<file path="config.mk">
export PLATFORM = sky130hd
export DESIGN_NAME = mf_timer
export DESIGN_NICKNAME = d
export VERILOG_FILES = /design/src/rtl/mft_pkg.sv /design/src/rtl/mft_tick_gen.sv /design/src/rtl/mft_step.sv /design/src/rtl/mf_timer.sv
export SDC_FILE = /design/constraint.sdc
export NUM_CORES = 1
export LEC_CHECK = 0
export ABC_CLOCK_PERIOD_IN_PS = 4500
export BUFFER_PORTS_ARGS = -buffer_cell sky130_fd_sc_hd__buf_2
export CAP_MARGIN = 20
export CORE_MARGIN = 5
export CORE_UTILIZATION = 55
export CTS_CLUSTER_SIZE = 28
export DETAILED_ROUTE_END_ITERATION = 7
export HOLD_SLACK_MARGIN = 0.02
export PLACE_DENSITY_LB_ADDON = 0.3
export SETUP_SLACK_MARGIN = 0.3
export SLEW_MARGIN = 0
export SYNTH_ARGS = -nofsm -noshare
export SYNTH_HDL_FRONTEND = slang
export SYNTH_SLANG_ARGS = --single-unit
</file>
<file path="constraint.sdc">
create_clock -name clk_i -period 4.5 [get_ports clk_i]
set_input_delay 0 -clock clk_i [delete_from_list [all_inputs] [get_ports clk_i]]
set_output_delay 0 -clock clk_i [all_outputs]
set_load 0.03 [all_outputs]
</file>
<file path="src/rtl/mft_pkg.sv">
package mft_pkg;
  localparam int DATA_W = 32;
  localparam int EVT_W  = 5;
  localparam int NUM_EVT = 1 << EVT_W;
  localparam int PRE_W  = 15;
  localparam int CTRL_W = 18;
  localparam int NUM_FLD = 4;

  localparam logic [2:0] A_LOAD = 3'd0;
  localparam logic [2:0] A_VAL  = 3'd1;
  localparam logic [2:0] A_CTRL = 3'd2;
  localparam logic [2:0] A_CLR  = 3'd3;
  localparam logic [2:0] A_CAP  = 3'd4;

  typedef enum logic [1:0] {
    FMT_BIN = 2'b00, FMT_RSV = 2'b01, FMT_TOD24 = 2'b10, FMT_TOD256 = 2'b11
  } fmt_e;

  typedef struct packed {
    logic             cap_en;
    logic [EVT_W-1:0] evt_sel;
    logic [2:0]       clk_sel;
    logic             count_up;
    logic             enable;
    logic             periodic;
    fmt_e             fmt;
    logic [3:0]       prescale;
  } ctrl_t;
endpackage

</file>
<file path="src/rtl/mft_tick_gen.sv">
module mft_tick_gen import mft_pkg::*; (
  input  logic       clk_i,
  input  logic       rst_ni,
  input  logic [2:0] clk_sel_i,
  input  logic [3:0] prescale_i,
  input  logic       restart_i,
  input  logic       tick_lf_i,
  input  logic       tick_aux_i,
  input  logic       ext_pin_i,
  output logic       tick_o
);
  logic [2:0]       ext_q;   // [0] sync1, [1] sync2, [2] previous
  logic             ext_rise;
  logic             src_tick;
  logic [PRE_W-1:0] pre_cnt;
  logic [PRE_W-1:0] pre_mask;

  always_ff @(posedge clk_i or negedge rst_ni) begin
    if (!rst_ni) ext_q <= '0;
    else         ext_q <= {ext_q[1:0], ext_pin_i};
  end
  assign ext_rise = ext_q[1] & ~ext_q[2];

  always_comb begin
    unique case (clk_sel_i)
      3'd0:    src_tick = 1'b1;
      3'd1:    src_tick = tick_lf_i;
      3'd2:    src_tick = tick_aux_i;
      3'd3:    src_tick = ext_rise;
      default: src_tick = 1'b0;
    endcase
  end

  // mask wraps to all ones for code 15 -> divide by 2^15
  assign pre_mask = PRE_W'((32'd1 << prescale_i) - 32'd1);

  always_ff @(posedge clk_i or negedge rst_ni) begin
    if (!rst_ni)        pre_cnt <= '0;
    else if (restart_i) pre_cnt <= '0;
    else if (src_tick)  pre_cnt <= pre_cnt + 1'b1;
  end

  assign tick_o = src_tick && ((pre_cnt & pre_mask) == pre_mask);

  a_r9_no_tick_off_sel: assert property (@(posedge clk_i) disable iff (!rst_ni)
    clk_sel_i[2] |-> !tick_o);
  a_r8_restart_clears: assert property (@(posedge clk_i) disable iff (!rst_ni)
    restart_i |=> (pre_cnt == '0));
endmodule

</file>
<file path="src/rtl/mft_step.sv">
module mft_step import mft_pkg::*; (
  input  logic [DATA_W-1:0] val_i,
  input  logic [DATA_W-1:0] load_i,
  input  fmt_e              fmt_i,
  input  logic              up_i,
  input  logic              periodic_i,
  output logic [DATA_W-1:0] nxt_o,
  output logic              term_o
);
  logic              tod;
  logic [7:0]        hmax;
  logic [DATA_W-1:0] max_val;
  logic [DATA_W-1:0] tod_nxt;
  logic              cy;
  logic [7:0]        fld;
  logic [7:0]        lim;

  assign tod     = (fmt_i == FMT_TOD24) || (fmt_i == FMT_TOD256);
  assign hmax    = (fmt_i == FMT_TOD24) ? 8'd23 : 8'd255;
  assign max_val = tod ? {hmax, 8'd59, 8'd59, 8'd99} : '1;
  assign term_o  = up_i ? (val_i == max_val) : (val_i == '0);

  // ripple carry/borrow across the packed fields
  always_comb begin
    cy      = 1'b1;
    tod_nxt = val_i;
    fld     = '0;
    lim     = '0;
    for (int i = 0; i < NUM_FLD; i++) begin
      fld = val_i[8*i +: 8];
      lim = (i == NUM_FLD-1) ? hmax : ((i == 0) ? 8'd99 : 8'd59);
      if (cy) begin
        if (up_i) begin
          if (fld == lim) fld = '0;
          else begin fld = fld + 8'd1; cy = 1'b0; end
        end else begin
          if (fld == '0) fld = lim;
          else begin fld = fld - 8'd1; cy = 1'b0; end
        end
      end
      tod_nxt[8*i +: 8] = fld;
    end
  end

  always_comb begin
    if (term_o)   nxt_o = periodic_i ? load_i : (up_i ? '0 : max_val);
    else if (tod) nxt_o = tod_nxt;
    else          nxt_o = up_i ? val_i + 1'b1 : val_i - 1'b1;
  end
endmodule

</file>
<file path="src/rtl/mf_timer.sv">
module mf_timer import mft_pkg::*; (
  input  logic               clk_i,
  input  logic               rst_ni,
  input  logic               we_i,
  input  logic [2:0]         addr_i,
  input  logic [DATA_W-1:0]  wdata_i,
  output logic [DATA_W-1:0]  rdata_o,
  input  logic               tick_lf_i,
  input  logic               tick_aux_i,
  input  logic               ext_pin_i,
  input  logic [NUM_EVT-1:0] evt_i,
  output logic               irq_o
);
  ctrl_t             ctrl_q;
  logic [DATA_W-1:0] load_q, val_q, cap_q;
  logic              irq_q;
  logic              load_wr, ctrl_wr, clr_wr;
  logic              tick, cnt_step, term, wrap, cap_hit;
  logic [DATA_W-1:0] val_nxt;

  assign load_wr = we_i && (addr_i == A_LOAD);
  assign ctrl_wr = we_i && (addr_i == A_CTRL);
  assign clr_wr  = we_i && (addr_i == A_CLR);

  mft_tick_gen i_tick (
    .clk_i, .rst_ni,
    .clk_sel_i  (ctrl_q.clk_sel),
    .prescale_i (ctrl_q.prescale),
    .restart_i  (ctrl_wr),
    .tick_lf_i, .tick_aux_i, .ext_pin_i,
    .tick_o     (tick)
  );

  mft_step i_step (
    .val_i      (val_q),
    .load_i     (load_q),
    .fmt_i      (ctrl_q.fmt),
    .up_i       (ctrl_q.count_up),
    .periodic_i (ctrl_q.periodic),
    .nxt_o      (val_nxt),
    .term_o     (term)
  );

  assign cnt_step = ctrl_q.enable && tick;
  assign wrap     = cnt_step && term && !load_wr;
  assign cap_hit  = ctrl_q.cap_en && evt_i[ctrl_q.evt_sel];

  always_ff @(posedge clk_i or negedge rst_ni) begin
    if (!rst_ni) begin
      ctrl_q <= '0;
      load_q <= '0;
      val_q  <= '0;
      cap_q  <= '0;
      irq_q  <= 1'b0;
    end else begin
      if (ctrl_wr) ctrl_q <= ctrl_t'(wdata_i[CTRL_W-1:0]);
      if (load_wr) begin
        load_q <= wdata_i;
        val_q  <= wdata_i;
      end else if (cnt_step) begin
        val_q  <= val_nxt;
      end
      if (cap_hit)     cap_q <= val_q;
      if (wrap)        irq_q <= 1'b1;
      else if (clr_wr) irq_q <= 1'b0;
    end
  end

  always_comb begin
    unique case (addr_i)
      A_LOAD:  rdata_o = load_q;
      A_VAL:   rdata_o = val_q;
      A_CTRL:  rdata_o = DATA_W'(ctrl_q);
      A_CAP:   rdata_o = cap_q;
      default: rdata_o = '0;
    endcase
  end

  assign irq_o = irq_q;

  a_r3_load_wins: assert property (@(posedge clk_i) disable iff (!rst_ni)
    load_wr |=> (val_q == $past(wdata_i)) && (load_q == $past(wdata_i)));
  a_r4_hold_idle: assert property (@(posedge clk_i) disable iff (!rst_ni)
    (!cnt_step && !load_wr) |=> $stable(val_q));
  a_r6_reload: assert property (@(posedge clk_i) disable iff (!rst_ni)
    (wrap && ctrl_q.periodic) |=> (val_q == $past(load_q)));
  a_r10_capture: assert property (@(posedge clk_i) disable iff (!rst_ni)
    cap_hit |=> (cap_q == $past(val_q)));
  a_r10_cap_hold: assert property (@(posedge clk_i) disable iff (!rst_ni)
    !cap_hit |=> $stable(cap_q));
  a_r11_irq_set: assert property (@(posedge clk_i) disable iff (!rst_ni)
    wrap |=> irq_o);
  a_r11_irq_clear: assert property (@(posedge clk_i) disable iff (!rst_ni)
    (clr_wr && !wrap) |=> !irq_o);
endmodule

</file>
=== After elaboration in Yosys (flattened, before gate mapping) ===
Cells that the tools add are included.
W data, S select, Z words.

* Register bits: 133
* Bits of input ports: 73
* Output and inout port bits: 33
* Logic and storage cells: 119

* Add/sub/neg operators: 12
* Order comparisons: 1
* Equal/unequal tests: 18
* Shift operators: 1
* Mux-type cells: 44
* Bitwise operators: 3
* Reductions and logical operators: 23

{| class="wikitable"
|+ Operators with widths
! cell !! count
|-
| $mux W32 || 8
|-
| $mux W8 || 16
|-
| $pmux W32 S4 || 1
|-
| $add A32 B1 Y32 const B || 1
|-
| $add A8 B1 Y8 const B || 4
|-
| $eq A32 B32 Y1 || 1
|-
| $logic_not A32 Y1 || 1
|-
| $logic_not A8 Y1 || 4
|-
| $sub A32 B1 Y32 const B || 1
|-
| $sub A8 B1 Y8 const B || 4
|-
| $mux W15 || 2
|-
| $eq A8 B6 Y1 const B || 2
|-
| $add A15 B1 Y15 const B || 1
|-
| $and A15 B15 Y15 || 1
|-
| $eq A15 B15 Y1 || 1
|-
| $mux W1 || 15
|-
| $shl A1 B4 Y15 const A || 1
|-
| $sub A15 B1 Y15 const B || 1
|-
| $eq A3 B2 Y1 const B || 4
|-
| $ne A4 B4 Y1 const B || 3
|-
| $eq A8 B7 Y1 const B || 1
|-
| $eq A8 B8 Y1 || 1
|-
| $logic_and A1 B1 Y1 || 8
|-
| $eq A3 B1 Y1 const B || 2
|-
| other kinds (12) || 18
|}

=== Depth between registers and ports, before layout ===
* Word-level depth: 10
* Mapped depth: 16
* Mapped depth without buffers: 12

=== Modules after synthesis ===
A second synthesis with hierarchy kept.

* Cell total of the unflattened synthesis: 1316
* Area, all modules: 11043.1 µm²

{| class="wikitable"
|+ By module, submodules not included
! module !! instances !! cells an instance !! area each (µm²) !! seq. area each (µm²)
|-
| mf_timer || 1 || 514 || 5602.9 || 2877.8
|-
| mft_step || 1 || 678 || 4309.1 || 0.0
|-
| mft_tick_gen || 1 || 124 || 1131.1 || 450.4
|}

=== Worst setup path after synthesis ===
OpenSTA, ideal clock, no wires.

* Path kind: register to register
* Start: reg ctrl_q[8] (netlist bit)
* End: reg val_q[30]
* Setup time: 82 ps
* Arrival: 4448 ps
* Required time: 4418 ps
* Setup slack: -30 ps
* Cell stages (with the launch flop): 15
* Buffers on the path: 3
* Period minus slack after synthesis: 4530 ps
* Cells stage by stage: dfrtp_1 -> clkbuf_1 -> inv_1 -> clkbuf_1 -> buf_1 -> ha_1 -> a21o_1 -> a221oi_2 -> a211oi_1 -> o41ai_2 -> o21ai_1 -> a221oi_2 -> mux2i_1 -> o21ai_1 -> a31oi_1

* Word-level cells in the longest chain between the ends: 6
* Elaborated cells on any way between the ends: 17
* Those cells by class: 1 x eq/ne; 15 x mux; 1 x reduce/logical

{| class="wikitable"
|+ RTL lines
! item !! line !! text
|-
| from (decl) || mf_timer.sv:14 || <nowiki>ctrl_t ctrl_q;</nowiki>
|-
| from (signal assigned) || mf_timer.sv:56 || <nowiki>if (ctrl_wr) ctrl_q <= ctrl_t'(wdata_i[CTRL_W-1:0]);</nowiki>
|-
| $mux W8 || mft_step.sv:33 || <nowiki>if (up_i) begin</nowiki>
|-
| $mux W8 || mft_step.sv:32 || <nowiki>if (cy) begin</nowiki>
|-
| $mux W32 || mft_step.sv:47 || <nowiki>else if (tod) nxt_o = tod_nxt;</nowiki>
|-
| $mux W32 || mft_step.sv:46 || <nowiki>if (term_o) nxt_o = periodic_i ? load_i : (up_i ? '0 : max_val);</nowiki>
|-
| $mux W32 || mf_timer.sv:60 || <nowiki>end else if (cnt_step) begin</nowiki>
|-
| $mux W32 || mf_timer.sv:57 || <nowiki>if (load_wr) begin</nowiki>
|-
| to (signal assigned) || mf_timer.sv:59 || <nowiki>val_q <= wdata_i;</nowiki>
|-
| to (signal assigned) || mf_timer.sv:61 || <nowiki>val_q <= val_nxt;</nowiki>
|-
| to (decl) || mf_timer.sv:15 || <nowiki>logic [DATA_W-1:0] load_q, val_q, cap_q;</nowiki>
|}

Parallel ways exist; a longest one is shown, timed or not. The select of a mux whose other input is x is not followed.
A chain may end at the register's enable or synchronous reset.

=== Final worst setup path ===
* Start: reg ctrl_q[1] (netlist bit)
* End: reg val_q[23]

* Word-level cells in the longest chain between the ends: 8

{| class="wikitable"
|+ RTL lines
! item !! line !! text
|-
| $shl A1 B4 Y15 * || mft_tick_gen.sv:35 || <nowiki>assign pre_mask = PRE_W'((32'd1 << prescale_i) - 32'd1);</nowiki>
|-
| $sub A15 B1 Y15 * || mft_tick_gen.sv:35 ||
|-
| $and A15 B15 Y15 || mft_tick_gen.sv:43 || <nowiki>assign tick_o = src_tick && ((pre_cnt & pre_mask) == pre_mask);</nowiki>
|-
| $eq A15 B15 Y1 * || mft_tick_gen.sv:43 ||
|-
| $logic_and A1 B1 Y1 * || mft_tick_gen.sv:43 ||
|-
| $logic_and A1 B1 Y1 * || mf_timer.sv:44 || <nowiki>assign cnt_step = ctrl_q.enable && tick;</nowiki>
|-
| $reduce_bool A2 Y1 (no line) * || - ||
|-
| $reduce_and A2 Y1 (no line) * || - ||
|}

Every way passes the cells marked *; elsewhere a longest branch is shown, timed or not.

==> run summary <==
Worst Slack Setup Final -> 586 ps
Layout cell share with drive strength beyond 1 -> 17.2%
Number of max-cap violations -> 0
Crit path from -> ctrl_q[1]
PwrDens -> 620 mW/mm²
Setup crit start kind -> flop
Worst vdd ir -> 0.328 mV
Nets -> 1523
Power Total -> 7660 µW
H-tree Lvls -> 4
Post-Syn Area per Cell -> 8.07 µm²
Cell count after synthesis -> 1335
Sinks on the clock net -> 133
Total Routed Length -> 34.9 mm
Yosys reg bits -> 133
Per-cell routed wire length -> 20.7 µm
Beginning of the worst hold path -> tick_aux_i
Synthesis Warnings -> 0
I/O pins -> 106
Gp weighted congestion -> 0.944
Dpl ws -> 646 ps
Async SR Flop Fraction -> 100%
Total Routing Usage GR -> 30.5%
Status -> complete, no violations
Die area -> 0.0225 mm²
Area of the multi-input gates -> 0.00693 mm²
Post-synth top cells -> nand2_1, dfrtp_1, nor2_1
Slew Viols, Final -> 0
Area Growth Syn to Fin -> 14.5%
Die Wd -> 150 µm
GRT overflow -> 0
Met2 WL -> 17.4 mm
Crit-path max FO -> 18
Final hold vios -> 0
Die Height -> 150 µm
Detailed-route DRC error count -> 0
Synth top area cells -> dfrtp_1, nand2_1, a21oi_1
CP Data Required Time -> 4820 ps
Kind of critical path -> reg -> reg
Antenna Cells -> 0
Yosys top cell area share -> 30.9%
Layout Skew -> 9.33 ps
Num rows -> 51
First-pass DRT Iterations -> 8
Top sig layer -> met4
Fmax -> 255 MHz
Final core occ -> 63.6%
Root Driver -> clkbuf_16
Clock buffer depth -> 2
CP endpoint kind -> flop
Reg2Reg Setup Slack -> 590 ps
Post-synth EDFFs -> 0
Initial antenna violation count -> 0
Min-Delay Path Class -> in -> reg
WL met3 -> 2.57 mm
FILL cells -> 1699
First-pass GRT wire length -> 54.4 mm
Count of cell types in the netlist -> 80
CTS tree -> built
DR iter-0 viols -> 899
Vias -> 10900
Post-route cell area -> 0.0123 mm²
Post-DP Area -> 0.0114 mm²
CTS clk-pin slew, worst paths -> 60 ps
Post-DRT Antenna Nets -> 0
Sequential-to-total area share from yosys stat -> 30.9%
Worst-margin pin slew -> 1060 ps
Reg2Reg Launch Point -> ctrl_q[1]
RSZ-0062 raised after global routing -> no
Mapped Nets -> 1450
# setup viols final -> 0
Final HPWL DP -> 24.7 mm
Arrival @ worst endpoint -> 4240 ps
Setup TNS -> 0 ps
Via/cell ratio -> 6.45
Period minus WS final -> 3910 ps
WL met1 -> 13.5 mm
Cell with the most instances after synthesis -> nand2_1
Final Cycle Share -> 87.0%
Largest area contributor in the netlist -> dfrtp_1
Synth Cell Area -> 0.0108 mm²
Register area -> 0.00333 mm²
Clk Latency, worst-skew pair -> 420 ps
Buffers on Ports -> 105
Leakage power -> 0.00533 µW
Starting density of the core -> 55.6%
CTS Buf Count -> 17
Core area -> 0.0194 mm²
Synth Flop Type -> dfrtp_1
Relative slew slack -> 29.1%
Largest net degree at the start of global routing -> 86
Vias in the first global route -> 10400
[state kept, by name, indices dropped and copies added, names as in the netlist]
| name | cells |
|---|---|
| cap_q | 32 |
| load_q | 32 |
| val_q | 32 |
| ctrl_q | 18 |
| i_tick.pre_cnt | 15 |
| i_tick.ext_q | 3 |
| irq_o | 1 |
[layer usage]
layer	global-route usage (%)	up-vias
met3	5.63	109
met4	12.8	0
met5	0	-
met2	52.6	535
met1	37.6	5228
li1	-	5005
[final cells by class]
| type | instances | area share (%) |
|---|---|---|
| multi-input cells | 1070 | 56.1 |
| flip-flops and latches | 133 | 27.0 |
| repair buffers | 165 | 8.77 |
| clock buffers | 20 | 3.78 |
| well taps | 265 | 2.69 |
| clock inverters | 12 | 0.983 |
| inverters | 21 | 0.639 |
[worst max-delay path: stages, from the launching register on]
cell	delay, ps
dfrtp_1	580
nor3_1	430
nand2b_1	110
ha_1	420
and2_1	280
o211ai_1	200
a21oi_1	90
nor4b_1	360
o2111ai_2	420
o21ai_4	530
nand2_1	170
o221ai_1	200
[final timing paths]
kind / cells after the start / end
max in group asynchronous: 3 / ctrl_q[14]
max reg2reg: 11 / val_q[23]
max: 11 / val_q[23]
min: 5 / i_tick.pre_cnt[0]
min in group asynchronous: 2 / val_q[30]
min reg2reg: 0 / i_tick.ext_q[1]
[power breakdown]
| group | switching (µW) | internal, µW |
|---|---|---|
| clock network | 561 | 813 |
| registers | 742 | 1570 |
| logic | 2280 | 1690 |
[cell usage in the layout, fill, tap and decap left out, drive strengths merged, types with 9 or more instances in the layout]
master / n
nor2b: 13
o221ai: 9
xor2: 31
a21oi: 108
a31oi: 26
a21o: 12
dfrtp: 133
clkbuf: 20
a211oi: 25
mux2: 42
nand4: 20
mux2i: 24
o22ai: 14
inv: 24
mux4: 11
buf: 130
nand2: 202
o21ai: 93
xnor2: 35
dlygate4sd3: 35
a22oi: 42
nand2b: 14
nor3: 34
o211ai: 11
nor2: 115
nand3: 33
ha: 41
nor4: 12
[cell families (layout without fill, tap and decap cells)]
family	after synthesis	count (layout)	share of synthesized area, %
simple gates	494	494	21.4
buf+inv	132	218	5.05
fa+ha+maj	42	42	4.94
flops	133	133	30.9
xor+xnor	66	66	5.36
compound gates	391	391	23.5
mux	77	77	8.91
[metrics by stage]
step	hold slack [ps]	std cells
3_5_place_dp	112	1616
5_1_grt	208	1686
3_3_place_gp	110	1616
4_1_cts	160	1683
6_report	178	1686
2_1_floorplan	-296	1335
[what timing repair did]
action | CTS | global route
hold endpoints to repair | 160 | 0
resized for setup | 0 | 0
endpoints found under the setup margin | 0 | 1
hold buffers | 35 | 0
setup buffers | 0 | 3
Note: power is estimated with default switching activity, not from simulation.
